[src/rtl/adma_pkg.sv]
package adma_pkg;
   typedef enum logic [1:0] {
      MODE_AUTO_WR = 2'd0,
      MODE_AUTO_RD = 2'd1,
      MODE_MAN_WR  = 2'd2,
      MODE_MAN_RD  = 2'd3
   } adma_mode_e;

   localparam logic SEL_MODE = 1'b0;
   localparam logic SEL_STAT = 1'b1;
endpackage

[src/rtl/adma_cfg_regs.sv]
module adma_cfg_regs
   import adma_pkg::*;
#(
   parameter int unsigned STAT_W  = 16,
   parameter int unsigned CORE_ID = 0
) (
   input  logic              clk,
   input  logic              rst_n,
   input  logic              cfg_wr,
   input  logic              cfg_sel,
   input  logic [STAT_W-1:0] cfg_wdata,
   input  logic              eng_off,
   output logic [STAT_W-1:0] cfg_rdata,
   output logic              enabled
);
   localparam logic [STAT_W-1:0] CORE_MASK = STAT_W'(CORE_ID + 1);

   adma_mode_e        mode_q;
   logic [STAT_W-1:0] stat_q;
   logic [STAT_W-1:0] stat_d;

   always_comb begin
      stat_d = (cfg_wr && cfg_sel == SEL_STAT) ? cfg_wdata : stat_q;
      if (eng_off) stat_d = stat_d & ~CORE_MASK;
   end

   always_ff @(posedge clk) begin
      if (!rst_n) begin
         mode_q <= MODE_AUTO_WR;
         stat_q <= '0;
      end else begin
         if (cfg_wr && cfg_sel == SEL_MODE) mode_q <= adma_mode_e'(cfg_wdata[1:0]);
         stat_q <= stat_d;
      end
   end

   assign enabled   = (mode_q == MODE_AUTO_WR) && ((stat_q & CORE_MASK) != '0);
   assign cfg_rdata = (cfg_sel == SEL_STAT) ? stat_q : {{(STAT_W-2){1'b0}}, mode_q};

   // an end-of-run request leaves the core bit clear on the next cycle
   a_r10_off_clears: assert property (@(posedge clk) disable iff (!rst_n)
      eng_off |=> ((stat_q & CORE_MASK) == '0));
endmodule

[src/rtl/adma_xfer_ctrl.sv]
module adma_xfer_ctrl #(
   parameter int unsigned COUNT_W    = 16,
   parameter int unsigned BLOCK_LOG2 = 8
) (
   input  logic               clk,
   input  logic               rst_n,
   input  logic               active,
   input  logic               fifo_empty,
   output logic               take,
   output logic               eng_off,
   output logic [COUNT_W-1:0] count,
   output logic               need_data,
   output logic               blk_end
);
   logic last_in_blk;

   assign take        = active && !fifo_empty;
   assign last_in_blk = &count[BLOCK_LOG2-1:0];
   assign eng_off     = take && last_in_blk;

   always_ff @(posedge clk) begin
      if (!rst_n) begin
         count     <= '0;
         need_data <= 1'b0;
         blk_end   <= 1'b0;
      end else begin
         blk_end <= eng_off;
         if (take) count <= count + 1'b1;
         if (active) need_data <= fifo_empty ? 1'b1 : last_in_blk;
      end
   end

   // an empty FIFO while enabled raises need_data
   a_r4_empty_need: assert property (@(posedge clk) disable iff (!rst_n)
      (active && fifo_empty) |=> need_data);
endmodule

[src/rtl/adma_mem_writer.sv]
module adma_mem_writer #(
   parameter int unsigned ADDR_W     = 20,
   parameter int unsigned DATA_W     = 16,
   parameter int unsigned BLOCK_LOG2 = 8,
   parameter int unsigned LEFT_BASE  = 32'h0_2000,
   parameter int unsigned RIGHT_BASE = 32'hF_FF80
) (
   input  logic              clk,
   input  logic              rst_n,
   input  logic              take,
   input  logic [BLOCK_LOG2:0] blk_pos,
   input  logic [DATA_W-1:0] din,
   output logic              mem_we,
   output logic [ADDR_W-1:0] mem_addr,
   output logic [DATA_W-1:0] mem_wdata
);
   localparam logic [ADDR_W-1:0] L_BASE = ADDR_W'(LEFT_BASE);
   localparam logic [ADDR_W-1:0] R_BASE = ADDR_W'(RIGHT_BASE);
   localparam bit ALIGNED = ((LEFT_BASE  % (32'd1 << BLOCK_LOG2)) == 0) &&
                            ((RIGHT_BASE % (32'd1 << BLOCK_LOG2)) == 0);

   logic [ADDR_W-1:0]     base;
   logic [BLOCK_LOG2-1:0] offs;
   logic [ADDR_W-1:0]     addr_d;

   assign base = blk_pos[BLOCK_LOG2] ? R_BASE : L_BASE;
   assign offs = blk_pos[BLOCK_LOG2-1:0];

   generate
      if (ALIGNED) begin : g_concat
         assign addr_d = {base[ADDR_W-1:BLOCK_LOG2], offs};
      end else begin : g_adder
         assign addr_d = base + ADDR_W'(offs);
      end
   endgenerate

   always_ff @(posedge clk) begin
      if (!rst_n) begin
         mem_we    <= 1'b0;
         mem_addr  <= '0;
         mem_wdata <= '0;
      end else begin
         mem_we <= take;
         if (take) begin
            mem_addr  <= addr_d;
            mem_wdata <= din;
         end
      end
   end

   // the write data holds still between writes
   a_r5_data_hold: assert property (@(posedge clk) disable iff (!rst_n)
      !mem_we |-> $stable(mem_wdata));
endmodule

[src/rtl/adma_write_engine.sv]
module adma_write_engine #(
   parameter int unsigned ADDR_W     = 20,
   parameter int unsigned DATA_W     = 16,
   parameter int unsigned STAT_W     = 16,
   parameter int unsigned COUNT_W    = 16,
   parameter int unsigned BLOCK_LOG2 = 8,
   parameter int unsigned CORE_ID    = 0,
   parameter int unsigned LEFT_BASE  = 32'h0_2000,
   parameter int unsigned RIGHT_BASE = 32'hF_FF80
) (
   input  logic               clk,
   input  logic               rst_n,
   input  logic               cfg_wr,
   input  logic               cfg_sel,
   input  logic [STAT_W-1:0]  cfg_wdata,
   output logic [STAT_W-1:0]  cfg_rdata,
   input  logic               fifo_empty,
   input  logic [DATA_W-1:0]  fifo_data,
   output logic               fifo_rd,
   output logic               mem_we,
   output logic [ADDR_W-1:0]  mem_addr,
   output logic [DATA_W-1:0]  mem_wdata,
   output logic               need_data,
   output logic [COUNT_W-1:0] xfer_count,
   output logic               chan_stop,
   output logic               chan_irq_set
);
   generate
      if (COUNT_W <= BLOCK_LOG2) begin : g_bad_count
         $error("COUNT_W must exceed BLOCK_LOG2");
      end
      if (ADDR_W <= BLOCK_LOG2) begin : g_bad_addr
         $error("ADDR_W must exceed BLOCK_LOG2");
      end
      if (STAT_W < 2 || (CORE_ID + 1) >= (1 << STAT_W)) begin : g_bad_stat
         $error("STAT_W too narrow for mode field or core mask");
      end
      if (BLOCK_LOG2 < 1) begin : g_bad_blk
         $error("BLOCK_LOG2 must be at least 1");
      end
   endgenerate

   logic enabled;
   logic take;
   logic eng_off;
   logic blk_end;

   adma_cfg_regs #(.STAT_W(STAT_W), .CORE_ID(CORE_ID)) u_regs (
      .clk(clk), .rst_n(rst_n), .cfg_wr(cfg_wr), .cfg_sel(cfg_sel),
      .cfg_wdata(cfg_wdata), .eng_off(eng_off), .cfg_rdata(cfg_rdata),
      .enabled(enabled)
   );

   adma_xfer_ctrl #(.COUNT_W(COUNT_W), .BLOCK_LOG2(BLOCK_LOG2)) u_ctrl (
      .clk(clk), .rst_n(rst_n), .active(enabled), .fifo_empty(fifo_empty),
      .take(take), .eng_off(eng_off), .count(xfer_count),
      .need_data(need_data), .blk_end(blk_end)
   );

   adma_mem_writer #(
      .ADDR_W(ADDR_W), .DATA_W(DATA_W), .BLOCK_LOG2(BLOCK_LOG2),
      .LEFT_BASE(LEFT_BASE), .RIGHT_BASE(RIGHT_BASE)
   ) u_wr (
      .clk(clk), .rst_n(rst_n), .take(take),
      .blk_pos(xfer_count[BLOCK_LOG2:0]), .din(fifo_data),
      .mem_we(mem_we), .mem_addr(mem_addr), .mem_wdata(mem_wdata)
   );

   assign fifo_rd      = take;
   assign chan_stop    = blk_end;
   assign chan_irq_set = blk_end;

   // never pop an empty FIFO
   a_r5_pop_ready: assert property (@(posedge clk) disable iff (!rst_n)
      fifo_rd |-> !fifo_empty);
   // each write is matched by a count step of one
   a_r8_count_step: assert property (@(posedge clk) disable iff (!rst_n)
      mem_we |-> (xfer_count == COUNT_W'($past(xfer_count) + 1'b1)));
   // end-of-run pulse coincides with a write and need_data
   a_r9_stop_with_write: assert property (@(posedge clk) disable iff (!rst_n)
      chan_stop |-> (mem_we && need_data));
   // the pulse lasts one cycle
   a_r9_single_pulse: assert property (@(posedge clk) disable iff (!rst_n)
      chan_stop |=> !chan_stop);
   // the engine is halted once a run has ended
   a_r10_halted: assert property (@(posedge clk) disable iff (!rst_n)
      chan_stop |-> !enabled);
endmodule

[config.mk]
export PLATFORM = sky130hd
export DESIGN_NAME = adma_write_engine
export DESIGN_NICKNAME = d
export VERILOG_FILES = /design/src/rtl/adma_pkg.sv /design/src/rtl/adma_cfg_regs.sv /design/src/rtl/adma_xfer_ctrl.sv /design/src/rtl/adma_mem_writer.sv /design/src/rtl/adma_write_engine.sv
export SDC_FILE = /design/constraint.sdc
export NUM_CORES = 1
export LEC_CHECK = 0
export ABC_CLOCK_PERIOD_IN_PS = 4150
export BUFFER_PORTS_ARGS = -buffer_cell sky130_fd_sc_hd__buf_2
export CAP_MARGIN = 20
export CORE_AREA = 5 5 57 109
export CTS_CLUSTER_DIAMETER = 80
export DETAILED_ROUTE_END_ITERATION = 7
export DIE_AREA = 0 0 62 114
export PLACE_DENSITY_LB_ADDON = 0.25
export SLEW_MARGIN = 20
export SYNTH_ARGS = -nofsm -noshare
export SYNTH_HDL_FRONTEND = slang
export SYNTH_SLANG_ARGS = --single-unit
[constraint.sdc]
create_clock -name clk -period 4.15 [get_ports clk]
set_input_delay 0.83 -clock clk [delete_from_list [all_inputs] [get_ports clk]]
set_output_delay 0.83 -clock clk [all_outputs]
set_load 0.05 [all_outputs]
==> impl_metrics.csv, run 1 <==
group,metric,value,unit
clock_network,cts_htree_levels,3,
finish,fill_cells,497,
run,drv_cap,0,
finish,multi_input_area,1100,um2
route,ant_nets,0,
critical_path,critPathCaptureType,"output pin",
logic_synthesis,synth_most_common_cell,"nand2_1",
finish,drive_above_1_share,0.325,
logic_synthesis,synthArstFlopShare,0,
logic_synthesis,synthCells,322,
logic_synthesis,ys_seq_area_frac,0.485,
sta,relSlewSlack,0.596,
route,routed_via_density,4.90,
die,start_util,0.488,
route,drc,0,
global_route,grt_pass1_wl,9410,um
die,rows,38,
global_route,grt_pass1_vias,2160,
sta,finalMaxSlewViolations,0,
die,core,5330,um2
logic_synthesis,yosysTopAreaCell,"dfxtp_1",
die,dieArea,7070,um2
die,die_w,62,um
place,place.gp.congestion,0.736,
global_route,track_usage,0.174,
die,io_pins,110,
logic_synthesis,syn_area,2600,um2
clock_network,root_buffer,"clkbuf_8",
clock_network,clock_latency,0.33,ns
sta,rsz0062_at_grt,"false",
logic_synthesis,synth_commonest_cells,"nand2_1 (88), dfxtp_1 (63), a21oi_1 (48)",
logic_synthesis,ys_seq_elements,63,
clock_network,cts_tree,"done",
place,port_buffers,109,
global_route,antenna_found_initial,0,
critical_path,reg2reg_slack,1.79,ns
global_route,grt_max_degree,39,
critical_path,path_max_fanout,37,
global_route,overflow,0,
route,wl,5820,um
sta,fmax,352,MHz
clock_network,postCtsSetupRepairBufs,0,
pwr,power,1.30,mW
clock_network,clk_pin_slew,0.07,ns
route,first_iter_violations,138,
logic_synthesis,avgSynthCellArea,8.08,um2
clock_network,clockBufferDepth,2,
clock_network,cts.sinks,63,
critical_path,start_kind,"input port",
pwr,ir_worst_vdd,0.000436,V
finish,syn_to_final_growth,25.1,%
place,dp.final_hpwl,4240,um
logic_synthesis,synth_top_area_frac,0.485,
pwr,p_leak,1.49,nW
critical_path,setup.worst_path.class,"input port to output pin",
logic_synthesis,yosys_warnings,0,
clock_network,ctsResizeCount,0,
status,status,"finished, final reports clean",
finish,antenna-diode-count,0,
logic_synthesis,synth_edf_count,0,
logic_synthesis,synth_cell_types,32,
critical_path,crit_required,3.32,ns
logic_synthesis,ys_top_cells_by_area,"dfxtp_1 (48%), nand2_1 (13%), a21oi_1 (9.2%)",
sta,post-route-min-period,2.84,ns
clock_network,cts_buffers,9,
sta,hold_viol_final,0,
clock_network,ctsHoldBuffers,0,
route,dr_total_vias,2315,
sta,fin_crit_sh,0.685,
die,dieHeight,114,um
critical_path,critPathArrivalTime,2.01,ns
hold_path,hold_path_class,"flip-flop to flip-flop",
pwr,powerDensity,400,nW/um2
route,detail_route.wl_per_cell,12.3,um
logic_synthesis,synthFlopType,"dfxtp_1",
sta,setup_viol,0,
sta,whs,0.448,ns
sta,tightest_slew,0.602,ns
logic_synthesis,synthesis.nets,362,
sta,clock_skew,0.00720,ns
sta,finalSetupTns,0,ns
finish,regArea,1260,um2
route,first_pass_iters,4,
finish,fin_nets,447,
## layer usage
| metal | wire length (um) | GRT usage | vias up |
|---|---|---|---|
| met1 | 2360 | 0.216 | 1019 |
| met3 | 574 | 0.0555 | 8 |
| li1 | - | - | 1209 |
| met2 | 2770 | 0.263 | 79 |
| met5 | 0 | 0 | - |
| met4 | 124 | 0.0892 | 0 |
## cell type report
type | instances | share of cell area
Clock buffer | 9 | 0.0381
Clock inverter | 7 | 0.0300
Inverter | 7 | 0.00808
Multi-Input combinational cell | 214 | 0.338
Sequential cell | 63 | 0.388
Tap cell | 60 | 0.0231
Timing Repair Buffer | 112 | 0.175
## cells by family (layout without fill, tap and decap cells)
family | after synthesis | in the layout | synth area share
XOR/XNOR | 7 | 7 | 0.0236
AO/OA/AOI/OAI | 59 | 59 | 0.122
AND/OR/NAND/NOR | 140 | 140 | 0.243
flip-flops | 63 | 63 | 0.485
adder cells (fa/ha/maj) | 3 | 3 | 0.0144
multiplexers | 5 | 5 | 0.0202
buffers and inverters | 45 | 135 | 0.0919
## critical path, stage by stage
cell    delay, ns
buf_2        0.10
or4b_1       0.45
buf_4        0.26
inv_1        0.10
buf_2        0.26
## report_power, final
part           total, mW  internal, mW  switching, mW
combinational      0.106        0.0327         0.0734
sequential         0.624         0.617        0.00637
clock              0.572         0.338          0.234
## sequential cells by signal, indices dropped and copies added, names as in the netlist
register          cells
u_ctrl.need_data      1
u_wr.mem_addr        10
u_wr.mem_we           1
u_regs.stat_q        16
u_ctrl.count         16
u_wr.mem_wdata       16
u_regs.mode_q         2
u_ctrl.blk_end        1
## final timing paths
check,startpoint,to,cells after the start
min reg2reg,u_regs.stat_q[13]$_SDFFE_PN0P_,u_regs.stat_q[13]$_SDFFE_PN0P_,2
max reg2reg,u_regs.mode_q[1]$_SDFFE_PN0P_,u_ctrl.count[11]$_SDFFE_PN0P_,5
max,fifo_empty,fifo_rd,5
min,u_regs.stat_q[13]$_SDFFE_PN0P_,u_regs.stat_q[13]$_SDFFE_PN0P_,2
## cell usage in the layout (no fill, tap or decap)
| cell | count |
|---|---|
| a211oi_1 | 2 |
| a21oi_1 | 48 |
| a31o_2 | 3 |
| and2_1 | 15 |
| and3_1 | 2 |
| buf_2 | 109 |
| buf_4 | 3 |
| bufinv_16 | 2 |
| clkbuf_8 | 9 |
| clkinv_1 | 1 |
| clkinv_2 | 1 |
| clkinv_4 | 2 |
| clkinvlp_4 | 2 |
| dfxtp_1 | 63 |
| ha_1 | 3 |
| inv_1 | 6 |
| mux2_2 | 2 |
| mux2i_1 | 3 |
| nand2_1 | 88 |
| nand2b_1 | 2 |
| nand3_1 | 2 |
| nand3b_1 | 1 |
| nand4_1 | 5 |
| nor2_1 | 11 |
| nor3_1 | 4 |
| nor3_2 | 1 |
| nor3b_1 | 2 |
| nor4_1 | 1 |
| o211a_1 | 1 |
| o21ai_0 | 5 |
| or3_1 | 4 |
| or4_1 | 1 |
| or4b_1 | 1 |
| xnor2_1 | 5 |
| xor2_1 | 2 |
## stage by stage
| step | area [um2] | instances | setup WS, ns | util |
|---|---|---|---|---|
| after floorplan | 2600 | 322 | 1.11 | - |
| after global placement | 3030 | 456 | 1.30 | 0.569 |
| after detailed placement | 3030 | 456 | 1.25 | 0.569 |
| after CTS | 3250 | 472 | 1.30 | 0.611 |
| after global routing | 3250 | 472 | 1.24 | 0.611 |
| final | 3250 | 472 | 1.31 | 0.611 |
Power figures use the tool's default switching activity.
==> inputs of run 2 (changes only) <==
--- a/config.mk
+++ b/config.mk
@@ -5,13 +5,13 @@
 export SDC_FILE = /design/constraint.sdc
 export NUM_CORES = 1
 export LEC_CHECK = 0
-export ABC_CLOCK_PERIOD_IN_PS = 4150
+export ABC_CLOCK_PERIOD_IN_PS = 2300
 export BUFFER_PORTS_ARGS = -buffer_cell sky130_fd_sc_hd__buf_2
 export CAP_MARGIN = 20
-export CORE_AREA = 5 5 57 109
+export CORE_AREA = 5 5 61 118
 export CTS_CLUSTER_DIAMETER = 80
 export DETAILED_ROUTE_END_ITERATION = 7
-export DIE_AREA = 0 0 62 114
+export DIE_AREA = 0 0 66 123
 export PLACE_DENSITY_LB_ADDON = 0.25
 export SLEW_MARGIN = 20
 export SYNTH_ARGS = -nofsm -noshare
==> constraint.sdc (replaced) <==
create_clock -name clk -period 2.3 [get_ports clk]
set_input_delay 0.46 -clock clk [delete_from_list [all_inputs] [get_ports clk]]
set_output_delay 0.46 -clock clk [all_outputs]
set_load 0.05 [all_outputs]
==> run 2 against run 1 <==
- worst setup slack got worse by 1.2 ns
- highest routed layer unchanged
- worst hold slack got worse by 0.075 ns
- global-route usage fell by 2.5 points
- cell count rose by 6.6%
- sequential power rose by 81%
- die area rose by 15%
- clock power rose by 130%
- clock skew fell by 0.0047 ns
- critical path depth fell by 1
==> impl_metrics.csv, run 2 (synthesis gave the netlist of run 1 again) <==
group,metric,value,unit
global_route,grt.busiest_layer,"met2",
clock_network,cts_htree_levels,3,
sta,setup_viol,0,
global_route,track_usage,0.150,
global_route,grt_max_degree,37,
pwr,powerDensity,777,nW/um2
critical_path,critPathArrivalTime,1.73,ns
die,start_util,0.419,
sta,fin_crit_sh,0.954,
finish,antenna-diode-count,0,
critical_path,path_max_fanout,36,
clock_network,clock_latency,0.32,ns
clock_network,cts.sinks,63,
global_route,overflow,0,
critical_path,critPathMaxStageDelay,0.57,ns
die,dieArea,8120,um2
critical_path,crit_required,1.84,ns
place,dp.final_hpwl,4390,um
critical_path,crit_path_top_delay_cell,"or4b_1",
finish,fin_nets,452,
sta,tightest_slew,0.470,ns
finish,drive_above_1_share,0.331,
pwr,ir_worst_vdd,0.000539,V
route,wl,6040,um
finish,syn_to_final_growth,31.0,%
sta,relSlewSlack,0.686,
sta,rsz0062_at_grt,"false",
critical_path,reg2reg_from,"u_regs.mode_q[1]$_SDFFE_PN0P_",
global_route,met3_usage,0.0482,
critical_path,r2r_cells,4,
global_route,grt_pass1_vias,2168,
critical_path,critPathBufInv,3,
place,port_buffers,109,
clock_network,root_buffer,"clkbuf_16",
clock_network,cts_buffers,9,
finish,mostFrequentLayoutCell,"buf_2",
clock_network,postCtsSetupRepairBufs,0,
sta,finalMaxSlewViolations,0,
clock_network,clk_pin_slew,0.05,ns
place,place.gp.congestion,0.794,
route,ant_nets,0,
critical_path,crit_chain,"or4b_1 > buf_6 > inv_1 > buf_4",
hold_path,hold_path_class,"input port to flip-flop",
die,core,6210,um2
critical_path,path_delay_family,"simple AND/OR/NAND/NOR gates",
sta,post-route-min-period,2.19,ns
sta,fmax,456,MHz
global_route,grtUsageMet1,0.177,
hold_path,holdPathEnd,"u_wr.mem_wdata[11]$_SDFFE_PN0P_",
route,first_iter_violations,93,
clock_network,cts_tree,"done",
die,io_pins,110,
critical_path,setup.worst_path.class,"flip-flop to output pin",
route,first_pass_iters,4,
critical_path,r2r-end,"u_ctrl.count[13]$_SDFFE_PN0P_",
run,drv_cap,0,
finish,layout_common_cells,"buf_2 (108), nand2_1 (88), dfxtp_1 (63), a21oi_1 (48), and2_1 (15)",
sta,clock_skew,0.00253,ns
status,status,"finished, final reports clean",
route,dr_total_vias,2355,
hold_path,whs_path_depth,3,
sta,hold_viol_final,0,
hold_path,min-delay-start,"fifo_data[11]",
clock_network,clockBufferDepth,2,
route,routed_via_density,4.68,
finish,fill_cells,594,
global_route,grt_util_met2,0.245,
finish,top_regs,"u_ctrl.count x16, u_regs.stat_q x16, u_wr.mem_wdata x16",
sta,finalSetupTns,0,ns
die,rows,41,
critical_path,reg2reg_slack,0.23,ns
die,die_w,66,um
global_route,antenna_found_initial,0,
pwr,p_leak,1.55,nW
pwr,power,2.65,mW
critical_path,start_kind,"flip-flop",
global_route,grt_pass1_wl,9530,um
route,detail_route.wl_per_cell,12.0,um
critical_path,critPathCaptureType,"output pin",
route,drc,0,
die,dieHeight,123,um
## run 2: how the worst max path moves through the flow
stage                                       start                            end  slack, ns  cells past startpoint
floorplan                              fifo_empty  u_ctrl.count[11]$_SDFFE_PN0P_       0.06                      6
global placement                       fifo_empty  u_ctrl.count[13]$_SDFFE_PN0P_       0.10                      5
detailed placement                     fifo_empty  u_ctrl.count[13]$_SDFFE_PN0P_       0.05                      5
CTS                 u_regs.mode_q[1]$_SDFFE_PN0P_                        fifo_rd       0.04                      4
global route        u_regs.mode_q[1]$_SDFFE_PN0P_                        fifo_rd      0.008                      4
finish              u_regs.mode_q[1]$_SDFFE_PN0P_                        fifo_rd       0.11                      4
## run 2: power by group
group / switching, mW / internal (mW) / leakage, nW
logic: 0.134 / 0.0620 / 0.898
clock network: 0.459 / 0.865 / 0.138
registers: 0.0114 / 1.12 / 0.510
## run 2: final cells by class
| cell class | count | area [um2] | share of cell area |
|---|---|---|---|
| flip-flops and latches | 63 | 1260 | 0.370 |
| multi-input cells | 214 | 1100 | 0.323 |
| repair buffers | 117 | 612 | 0.180 |
| clock buffers | 11 | 243 | 0.0712 |
| well taps | 86 | 108 | 0.0316 |
| clock inverters | 5 | 57.6 | 0.0169 |
| inverters | 7 | 26.3 | 0.00771 |
## run 2: routing by layer
metal,share of wire,wire [um]
met4,0.014,87
met1,0.42,2560
met2,0.48,2890
met3,0.084,506
met5,0,0
## run 2: repair_timing
item | 4_1_cts | 5_1_grt
endpoints found under the hold margin | 0 | 0
resized for setup | 1 | 1
setup endpoints to repair | 1 | 1
hold buffers | 0 | 0
## run 2: worst reg2reg max path, stage by stage (launching register included)
cell,delay (ns)
dfxtp_1,0.33
or4b_1,0.57
or4_1,0.59
or3_1,0.38
a21oi_1,0.14
## run 2: stage by stage
stage / utilization / hold slack (ns) / cells / setup slack [ns] / area (um2)
2_1_floorplan: - / 0.432 / 322 / 0.0622 / 2600
4_1_cts: 0.548 / 0.360 / 503 / 0.0441 / 3400
3_5_place_dp: 0.500 / 0.444 / 487 / 0.0547 / 3100
3_3_place_gp: 0.500 / 0.438 / 487 / 0.105 / 3100
5_1_grt: 0.549 / 0.362 / 503 / 0.00812 / 3410
6_report: 0.549 / 0.374 / 503 / 0.107 / 3410
==> inputs of run 3 (changes only) <==
--- a/config.mk
+++ b/config.mk
@@ -8,10 +8,10 @@
 export ABC_CLOCK_PERIOD_IN_PS = 2300
 export BUFFER_PORTS_ARGS = -buffer_cell sky130_fd_sc_hd__buf_2
 export CAP_MARGIN = 20
-export CORE_AREA = 5 5 61 118
+export CORE_AREA = 2 2 58 115
 export CTS_CLUSTER_DIAMETER = 80
 export DETAILED_ROUTE_END_ITERATION = 7
-export DIE_AREA = 0 0 66 123
+export DIE_AREA = 0 0 60 117
 export PLACE_DENSITY_LB_ADDON = 0.25
 export SLEW_MARGIN = 20
 export SYNTH_ARGS = -nofsm -noshare
==> run 3 against run 2 <==
- via count increased by 0.72%
- die area decreased by 14%
- global-route usage increased by 1.7 points
- combinational power about the same
- core utilization increased by 0.50 points
- flip-flop and latch count unchanged
- worst setup slack got worse by 0.026 ns
==> impl_metrics.csv, run 3 (synthesis gave the netlist of run 1 again) <==
group,metric,value,unit
finish,fill_cells,575,
finish,syn_to_final_growth,32.2,%
hold_path,holdPathEnd,"u_wr.mem_wdata[7]$_SDFFE_PN0P_",
pwr,pwr-share-comb,0.070,
place,placed_area,3100,um2
pwr,ir_worst_vdd,0.000698,V
clock_network,clk_pin_slew,0.05,ns
route,ant_nets,0,
critical_path,crit_required,1.84,ns
critical_path,critPathBufInv,3,
sta,clock_skew,0.00319,ns
pwr,clockPowerShare,0.525,
clock_network,cts_htree_levels,3,
critical_path,r2r_cells,4,
clock_network,postCtsSetupRepairBufs,0,
finish,layout_common_cells,"buf_2 (108), nand2_1 (88), dfxtp_1 (63), a21oi_1 (48), and2_1 (15)",
critical_path,setup.worst_path.class,"flip-flop to output pin",
sta,hold_viol_final,0,
sta,fmax,451,MHz
sta,setup_viol,0,
pwr,p_sw,0.584,mW
clock_network,root_buffer,"clkbuf_16",
route,drc,0,
sta,rsz0062_at_grt,"false",
pwr,powerDensity,811,nW/um2
critical_path,critPathCaptureType,"output pin",
critical_path,reg2reg_from,"u_regs.mode_q[1]$_SDFFE_PN0P_",
sta,post-route-min-period,2.22,ns
global_route,grt_pass1_vias,2014,
pwr,intPower,2.21,mW
route,routed_via_density,4.73,
pwr,netSwitchingFraction,0.209,
clock_network,clockBufferDepth,2,
critical_path,start_kind,"flip-flop",
global_route,grt_max_degree,37,
critical_path,critPathArrivalTime,1.76,ns
place,dp.final_hpwl,4210,um
sta,whs,0.376,ns
die,die_w,60,um
critical_path,crit_chain,"or4b_1 > buf_6 > inv_1 > buf_4",
global_route,overflow,0,
die,io_pins,110,
critical_path,crit_path_top_delay_cell,"or4b_1",
sta,tightest_slew,0.594,ns
finish,fin_nets,452,
critical_path,r2r-end,"u_ctrl.count[11]$_SDFFE_PN0P_",
die,dieHeight,117,um
clock_network,clock_latency,0.32,ns
hold_path,whs_path_depth,3,
die,start_util,0.419,
run,drv_cap,0,
finish,top_regs,"u_ctrl.count x16, u_regs.stat_q x16, u_wr.mem_wdata x16",
finish,antenna-diode-count,0,
hold_path,min-delay-start,"fifo_data[7]",
clock_network,cts_buffers,9,
critical_path,path_max_fanout,36,
sta,finalMaxSlewViolations,0,
finish,drive_above_1_share,0.332,
place,port_buffers,109,
die,rows,41,
route,detail_route.wl_per_cell,11.6,um
finish,mostFrequentLayoutCell,"buf_2",
route,wl,5840,um
die,core,6210,um2
critical_path,critPathMaxStageDelay,0.57,ns
clock_network,cts.sinks,63,
route,first_pass_iters,6,
sta,fin_crit_sh,0.965,
clock_network,cts_tree,"done",
route,first_iter_violations,114,
hold_path,hold_path_class,"input port to flip-flop",
place,place.gp.congestion,0.716,
clock_network,ctsHoldBuffers,0,
pwr,power_frac_seq,0.405,
sta,finalSetupTns,0,ns
finish,design_area,3440,um2
global_route,antenna_found_initial,0,
sta,relSlewSlack,0.604,
global_route,grt_pass1_wl,8800,um
pwr,p_leak,1.57,nW
status,status,"finished, final reports clean",
critical_path,path_delay_family,"simple AND/OR/NAND/NOR gates",
critical_path,reg2reg_slack,0.22,ns
die,dieArea,7020,um2
global_route,track_usage,0.166,
route,dr_total_vias,2372,
## run 3: cell types whose count changed in the layout (fill, tap and decap cells not counted)
cell,previous run,this run
clkbuf_8,1,3
clkbuf_1,1,0
bufinv_16,1,2
clkinvlp_4,3,0
## run 3: timing repair
item	CTS	global route
pin swaps	0	0
resized for setup	1	1
setup endpoints to repair	1	1
## run 3: worst max-delay path by stage
stage | end | slack (ns) | depth (start not counted) | start
floorplan | u_ctrl.count[11]$_SDFFE_PN0P_ | 0.06 | 6 | fifo_empty
global placement | u_ctrl.count[13]$_SDFFE_PN0P_ | 0.11 | 5 | fifo_empty
detailed placement | u_ctrl.count[13]$_SDFFE_PN0P_ | 0.06 | 5 | fifo_empty
CTS | fifo_rd | 0.02 | 4 | u_regs.mode_q[1]$_SDFFE_PN0P_
global route | fifo_rd | 0.02 | 4 | u_regs.mode_q[1]$_SDFFE_PN0P_
finish | fifo_rd | 0.08 | 4 | u_regs.mode_q[1]$_SDFFE_PN0P_
## run 3: worst register-to-register path, delay by kind of cell (launching register included)
| kind | cells | cell delay [ns] |
|---|---|---|
| DFF | 1 | 0.33 |
| AOI/OAI and AO/OA | 1 | 0.14 |
| and+or+nand+nor | 3 | 1.53 |
## run 3: power by group through the flow
stage | registers [mW] | logic (mW) | clock network (mW)
after CTS | 1.13 | 0.197 | 1.50
final | 1.13 | 0.196 | 1.47
after floorplan | 1.18 | 0.106 | 0
after global routing | 1.13 | 0.213 | 1.54
after detailed placement | 1.15 | 0.196 | 0
after global placement | 1.15 | 0.192 | 0
## run 3: area by class of cell
type | count | area [um2] | share of cell area
timing repair buffer | 117 | 612 | 0.178
sequential | 63 | 1260 | 0.367
multi-input combinational | 214 | 1100 | 0.320
clock buffer | 12 | 267 | 0.0775
inverter | 7 | 26.3 | 0.00764
tap | 86 | 108 | 0.0313
clock inverter | 3 | 65.1 | 0.0189
## run 3: routing by layer
metal / share of wire / vias up / wire length [um] / track usage
met5: 0 / - / 0 / 0
li1: - / 1216 / - / -
met3: 0.069 / 8 / 405 / 0.0604
met4: 0.017 / 0 / 99 / 0.0844
met1: 0.42 / 1066 / 2450 / 0.188
met2: 0.49 / 82 / 2880 / 0.270
## run 3: metrics by stage
stage                     setup slack, ns   util  instances  total power [mW]
after floorplan                    0.0622      -        322              1.28
after global routing               0.0191  0.554        502              2.88
final                              0.0805  0.554        502              2.79
after detailed placement           0.0629  0.500        487              1.35
after CTS                          0.0231  0.554        502              2.83
after global placement              0.107  0.500        487              1.34
